==> src/rtl/isoTxPkg.sv <==
package isoTxPkg;
  // strobes from control to datapath
  typedef struct packed {
    logic wrEn;
    logic wrBuf;
    logic rdEn;
    logic rdBuf;
  } txStrb_t;
endpackage

==> src/rtl/isoTxData.sv <==
module isoTxData
  import isoTxPkg::*;
#(
  parameter int DATA_W    = 8,
  parameter int PKT_BYTES = 256,
  localparam int AW       = $clog2(PKT_BYTES)
) (
  input  logic              clk,
  input  logic              rstN,
  input  txStrb_t           strb,
  input  logic [AW-1:0]     wrAddr,
  input  logic [DATA_W-1:0] wrData,
  input  logic [AW-1:0]     rdAddr,
  output logic [DATA_W-1:0] rdData
);
  logic [DATA_W-1:0] bankQ [2];

  for (genvar b = 0; b < 2; b++) begin : g_bank
    logic [DATA_W-1:0] store [PKT_BYTES];
    always_ff @(posedge clk) begin
      if (strb.wrEn && strb.wrBuf == 1'(b)) store[wrAddr] <= wrData;
    end
    assign bankQ[b] = store[rdAddr];
  end

  // a pull with no byte left returns zero
  always_ff @(posedge clk) begin
    if (!rstN) rdData <= '0;
    else       rdData <= strb.rdEn ? bankQ[strb.rdBuf] : '0;
  end
endmodule

==> src/rtl/isoTxCtrl.sv <==
module isoTxCtrl
  import isoTxPkg::*;
#(
  parameter int PKT_BYTES = 256,
  localparam int AW       = $clog2(PKT_BYTES),
  localparam int CNT_W    = $clog2(PKT_BYTES + 1)
) (
  input  logic             clk,
  input  logic             rstN,
  input  logic             wrValid,
  input  logic             regWr,
  input  logic [7:0]       regWdata,
  input  logic             inToken,
  input  logic             byteReq,
  input  logic             txDone,
  input  logic             flushCfg,
  input  logic             flushIntf,
  output txStrb_t          strb,
  output logic [AW-1:0]    wrAddr,
  output logic [AW-1:0]    rdAddr,
  output logic             sendOut,
  output logic             nakOut,
  output logic [CNT_W-1:0] sendLen,
  output logic             byteValid,
  output logic             pktDone,
  output logic             underrun,
  output logic             svc
);
  localparam int B_DONE  = 1;
  localparam int B_FLUSH = 2;
  localparam int B_UR    = 3;
  localparam int B_SHORT = 5;

  logic [CNT_W-1:0] fill [2];
  logic [1:0]       trig;
  logic             wrSel, rdSel, busy;
  logic [CNT_W-1:0] rdPtr;

  logic flushNow, shortNow, wrAccept, trigNow;
  logic tokGo, byteGo, doneGo, hasByte, urSet;
  logic [CNT_W-1:0] fillNext;

  assign flushNow = flushCfg | flushIntf | (regWr & regWdata[B_FLUSH]);
  assign shortNow = regWr & regWdata[B_SHORT];
  assign wrAccept = wrValid & ~trig[wrSel];
  assign fillNext = fill[wrSel] + CNT_W'(wrAccept);
  assign trigNow  = ~trig[wrSel] &
                    ((wrAccept && fillNext == CNT_W'(PKT_BYTES)) | shortNow);
  assign tokGo    = inToken & ~busy;
  assign doneGo   = txDone & busy;
  assign byteGo   = byteReq & busy;
  assign hasByte  = rdPtr < fill[rdSel];
  assign urSet    = (tokGo & ~trig[rdSel] & ~pktDone) | (byteGo & ~hasByte);

  assign strb.wrEn  = wrAccept & ~flushNow;
  assign strb.wrBuf = wrSel;
  assign strb.rdEn  = byteGo & hasByte;
  assign strb.rdBuf = rdSel;
  assign wrAddr     = fill[wrSel][AW-1:0];
  assign rdAddr     = rdPtr[AW-1:0];
  assign svc        = ~(trig[0] & trig[1]);

  always_ff @(posedge clk) begin
    if (!rstN) begin
      fill[0]   <= '0;
      fill[1]   <= '0;
      trig      <= '0;
      wrSel     <= 1'b0;
      rdSel     <= 1'b0;
      busy      <= 1'b0;
      rdPtr     <= '0;
      sendOut   <= 1'b0;
      nakOut    <= 1'b0;
      sendLen   <= '0;
      byteValid <= 1'b0;
      pktDone   <= 1'b0;
      underrun  <= 1'b0;
    end else begin
      sendOut   <= 1'b0;
      nakOut    <= 1'b0;
      byteValid <= byteGo;

      // loading side
      if (wrAccept) fill[wrSel] <= fillNext;
      if (trigNow) begin
        trig[wrSel] <= 1'b1;
        wrSel       <= ~wrSel;
      end

      // token decision
      if (tokGo) begin
        if (trig[rdSel]) begin
          sendOut <= 1'b1;
          sendLen <= fill[rdSel];
          busy    <= 1'b1;
          rdPtr   <= '0;
        end else if (pktDone) begin
          nakOut  <= 1'b1;
        end else begin
          sendOut <= 1'b1;
          sendLen <= '0;
        end
      end

      if (byteGo && hasByte) rdPtr <= rdPtr + 1'b1;

      // release of the sent buffer
      if (doneGo) begin
        trig[rdSel] <= 1'b0;
        fill[rdSel] <= '0;
        rdSel       <= ~rdSel;
        busy        <= 1'b0;
      end

      pktDone  <= doneGo | (pktDone & ~(regWr & regWdata[B_DONE]));
      underrun <= urSet  | (underrun & ~(regWr & regWdata[B_UR]));

      // flush overrides all buffer state
      if (flushNow) begin
        fill[0] <= '0;
        fill[1] <= '0;
        trig    <= '0;
        wrSel   <= 1'b0;
        rdSel   <= 1'b0;
        busy    <= 1'b0;
        rdPtr   <= '0;
      end
    end
  end
endmodule

==> src/rtl/isoInTxBuf.sv <==
module isoInTxBuf
  import isoTxPkg::*;
#(
  parameter int PKT_BYTES = 256,
  localparam int AW       = $clog2(PKT_BYTES),
  localparam int CNT_W    = $clog2(PKT_BYTES + 1)
) (
  input  logic             clk,
  input  logic             rstN,
  input  logic             wrValid,
  input  logic [7:0]       wrData,
  input  logic             regWr,
  input  logic [7:0]       regWdata,
  output logic [7:0]       regRdata,
  input  logic             txIntEn,
  output logic             irq,
  input  logic             inToken,
  output logic             sendOut,
  output logic             nakOut,
  output logic [CNT_W-1:0] sendLen,
  input  logic             byteReq,
  output logic             byteValid,
  output logic [7:0]       byteData,
  input  logic             txDone,
  input  logic             flushCfg,
  input  logic             flushIntf
);
  txStrb_t       strb;
  logic [AW-1:0] wrAddr, rdAddr;
  logic          pktDone, underrun, svc;

  isoTxCtrl #(.PKT_BYTES(PKT_BYTES)) u_ctrl (
    .clk(clk), .rstN(rstN), .wrValid(wrValid), .regWr(regWr),
    .regWdata(regWdata), .inToken(inToken), .byteReq(byteReq),
    .txDone(txDone), .flushCfg(flushCfg), .flushIntf(flushIntf),
    .strb(strb), .wrAddr(wrAddr), .rdAddr(rdAddr), .sendOut(sendOut),
    .nakOut(nakOut), .sendLen(sendLen), .byteValid(byteValid),
    .pktDone(pktDone), .underrun(underrun), .svc(svc)
  );

  isoTxData #(.DATA_W(8), .PKT_BYTES(PKT_BYTES)) u_data (
    .clk(clk), .rstN(rstN), .strb(strb), .wrAddr(wrAddr),
    .wrData(wrData), .rdAddr(rdAddr), .rdData(byteData)
  );

  // bit 2 (flush), bit 4 (reserved), bit 5 (short) and 7:6 read zero
  assign regRdata = {4'b0000, underrun, 1'b0, pktDone, svc};
  assign irq      = (pktDone & txIntEn) | underrun;
endmodule

==> config.mk <==
export PLATFORM = sky130hd
export DESIGN_NAME = isoInTxBuf
export DESIGN_NICKNAME = d
export VERILOG_FILES = /design/src/rtl/isoTxPkg.sv /design/src/rtl/isoTxData.sv /design/src/rtl/isoTxCtrl.sv /design/src/rtl/isoInTxBuf.sv
export SDC_FILE = /design/constraint.sdc
export NUM_CORES = 2
export LEC_CHECK = 0
export ABC_AREA = 1
export BUFFER_PORTS_ARGS = -buffer_cell sky130_fd_sc_hd__buf_2
export CORE_MARGIN = 3
export CORE_UTILIZATION = 30
export CTS_CLUSTER_DIAMETER = 30
export DETAILED_ROUTE_END_ITERATION = 8
export PLACE_DENSITY = 0.44
export SETUP_SLACK_MARGIN = 0.3
export SLEW_MARGIN = 10
export SYNTH_ARGS = -nofsm -noshare
export SYNTH_HDL_FRONTEND = slang
export SYNTH_MEMORY_MAX_BITS = 65536
export SYNTH_SLANG_ARGS = --single-unit
==> constraint.sdc <==
create_clock -name clk -period 5.05 [get_ports clk]
set_input_delay 0.7575 -clock clk [delete_from_list [all_inputs] [get_ports clk]]
set_output_delay 0.7575 -clock clk [all_outputs]
set_load 0.02 [all_outputs]
==> flow_metrics.env <==
export IMPL_vias=113000
export IMPL_grtUsageTotal=0.185
export IMPL_p_leak_uw=0.0742
export IMPL_wirelength_mm=550
export IMPL_hold_viol_final=0
export IMPL_tritoncts="built"
export IMPL_dp_hpwl_mm=316
export IMPL_required_ps=6050
export IMPL_outcome="completed"
export IMPL_syn_avg_cell_area_um2=11.7
export IMPL_gp_congestion=0.827
export IMPL_worst_ep_arrival_time_ps=4780
export IMPL_critical_path_class="flop to flop"
export IMPL_timing_final_ws_setup_ps=1270
export IMPL_setup_viol=0
export IMPL_wl_per_cell_um=23.6
export IMPL_postRouteAntennaNets=0
export IMPL_cts_inserted_buffers=962
export IMPL_synth_cells=14500
export IMPL_startpoint_type="flop"
export IMPL_cap_violations=0
export IMPL_cts_root_buffer="clkbuf_16"
export IMPL_cts_setup_buffers=0
export IMPL_syn_area_um2=170000
export IMPL_cts_sinks=4160
export IMPL_skew_ps=110
export IMPL_grt_max_degree=145
export IMPL_clock_latency_ps=1130
export IMPL_remaining_drc_errors=0
export IMPL_power_density_nw_per_um2=475
export IMPL_ys_ff_latch=4160
export IMPL_pre_cts_slack_ps=1130
export IMPL_die_h_um=758
export IMPL_fmax_mhz=265
export IMPL_syn_to_final_growth_pct=25.4
export IMPL_maxSlewViolCount=0
export IMPL_cts_resized=0
export IMPL_final_net_count=15000
export IMPL_numPortBuffers=45
export IMPL_rows=275
export IMPL_finalSetupTns_ps=0
export IMPL_ir_drop_mv=0.423
export IMPL_rr_worst_depth=11
export IMPL_grt_pass1_vias=110000
export IMPL_overflow=0
export IMPL_hold_path_end="u_data.g_bank[0].store[205][2]$_DFFE_PP_"
export IMPL_postCtsHoldBufs=10
export IMPL_synth_cell_types=36
export IMPL_fin_crit_ps=3780
export IMPL_htree_levels=6
export IMPL_rrSetupSlack_ps=1270
export IMPL_path_max_fanout=42
export IMPL_core_um2=562000
export IMPL_slew_headroom=0.262
export IMPL_avgViaCountPerCell=4.86
export IMPL_grt_pass1_wl_mm=791
export IMPL_clk_pin_slew_ps=50
export IMPL_hp_class="input pin to flop"
export IMPL_dr_pass1_iters=6
export IMPL_min_from="wrData[2]"
export IMPL_yosys_warnings=0
export IMPL_initial_core_util=0.302
export IMPL_fill_cells=54400
export IMPL_period_share=0.748
export IMPL_rsz0062_at_grt="no"
export IMPL_crit_path_end_kind="flop"
export IMPL_io_pins=55
export IMPL_seq_area_frac_synth=0.732
export IMPL_die_area_um2=575000
export IMPL_r2r_end="u_data.rdData[1]$_SDFF_PN0_"
export IMPL_drt_initial_drc_count=9519
export IMPL_die_w_um=758
export IMPL_drive_above_1_share=0.128
export IMPL_antenna_found_initial=20
export IMPL_min_delay_path_depth=1
export IMPL_tightestPinTransition_ps=1100
export IMPL_utilization=0.378
export IMPL_clk_path_buf_depth=4
[report_power, final]
group	switching (uW)	internal, uW	total (uW)
Sequential	1.55	38000	38000
Clock	20000	42300	62300
Combinational	762	99.9	862
Total	20700	80400	101000
[layout make-up]
class / count / area [um2] / area share
inverters: 60 / 270 / 0.00127
clock buffers: 1114 / 24700 / 0.116
flip-flops and latches: 4160 / 124000 / 0.584
well taps: 7479 / 9360 / 0.0440
diodes: 10 / 25.0 / 0.000118
multi-input cells: 9288 / 40400 / 0.190
clock inverters: 688 / 8370 / 0.0393
repair buffers: 506 / 5270 / 0.0248
[registers in the layout, summed over array words and instances (netlist names), named ones only]
register	count
u_data.rdData	8
u_ctrl.busy	1
u_ctrl.byteValid	1
u_ctrl.underrun	1
u_ctrl.trig	2
u_data.g_bank.store	4096
u_ctrl.nakOut	1
u_ctrl.wrSel	1
u_ctrl.rdSel	1
u_ctrl.pktDone	1
u_ctrl.sendLen	9
u_ctrl.rdPtr	9
u_ctrl.sendOut	1
u_ctrl.fill	18
[cells in the mapped netlist (all sizes together)]
library cell,number,area [um2]
buf,809,4170
inv,57,216
edfxtp,4096,123000
xnor2,2,17.5
nor2,580,2200
conb,1,3.75
ha,11,138
or2,2,12.5
nand3,4077,20400
nand3b,2,15.0
o31ai,1,7.51
a21o,1,7.51
clkinv,3,11.3
nand2,4517,17000
a21oi,54,270
a211oi,1,7.51
a211o,1,8.76
dfxtp,64,1280
o21ai,25,159
xor2,4,35.0
clkbuf,198,743
o2111ai,1,8.76
a31oi,1,6.26
nor3,3,15.0
[how the worst max path moves through the flow]
stage,endpoint,cells after the start,startpoint,slack [ps]
2_1_floorplan,flop,13,wrValid,2600
3_3_place_gp,u_data.g_bank[0].store[213][1]$_DFFE_PP_,6,regWr,1150
3_5_place_dp,u_data.g_bank[0].store[213][1]$_DFFE_PP_,6,regWr,1130
4_1_cts,u_data.rdData[1]$_SDFF_PN0_,11,flop,1310
5_1_grt,u_data.g_bank[0].store[213][6]$_DFFE_PP_,7,u_ctrl.wrSel$_SDFFE_PP0N_,1090
6_report,u_data.rdData[1]$_SDFF_PN0_,11,flop,1270
[per-stage QoR]
stage,instance area [um2],hold WS [ps],total power [uW],std cells
2_1_floorplan,170000,441,38700,14500
3_3_place_gp,180000,453,39500,21500
3_5_place_dp,180000,457,39500,21500
4_1_cts,213000,16.0,102000,23300
5_1_grt,213000,20.5,104000,23300
6_report,213000,112,101000,23300
[routing by layer]
layer | wire [um] | GRT usage
met1 | 250000 | 0.262
met2 | 253000 | 0.292
met3 | 31300 | 0.0324
met4 | 15200 | 0.0535
met5 | 0 | 0
[cells in the final DEF (no fill, tap or decap), drive strengths merged]
cell type and instances:
buf 496, nand3 4077, a31oi 1, nor2 580, ha 11, o21ai 25
edfxtp 4096, clkbuf 1114, dlygate4sd3 10, xnor2 2, nor3 3, a21oi 54
a211oi 1, bufinv 147, or2 2, o2111ai 1, a21o 1, o31ai 1
dfxtp 64, nand3b 2, xor2 4, conb 5, a211o 1, nand2 4517
inv 75, clkinv 447, diode 10, clkinvlp 79
[worst max-delay path, stage by stage, from the launching register on]
cell	delay [ps]
dfxtp_4	520
inv_8	590
buf_4	440
nand3_1	130
nand3_1	100
nand3_1	130
nand3_1	260
nand3_1	300
nand3_1	340
nand3_1	360
a21oi_1	240
nor2_1	80
[kinds of logic (layout without fill, tap and decap cells)]
kind of cell / Yosys count / after routing / share of synthesized area
buffers and inverters: 1067 / 2368 / 0.0303
adders and majority gates: 11 / 11 / 0.000811
other: 1 / 15 / 0.0000221
xor gates and xnor gates: 6 / 6 / 0.000310
and+or+nand+nor: 9181 / 9181 / 0.233
DFF: 4160 / 4160 / 0.732
AOI/OAI and AO/OA: 85 / 85 / 0.00280
No activity file was read; power rests on OpenSTA's default activity.
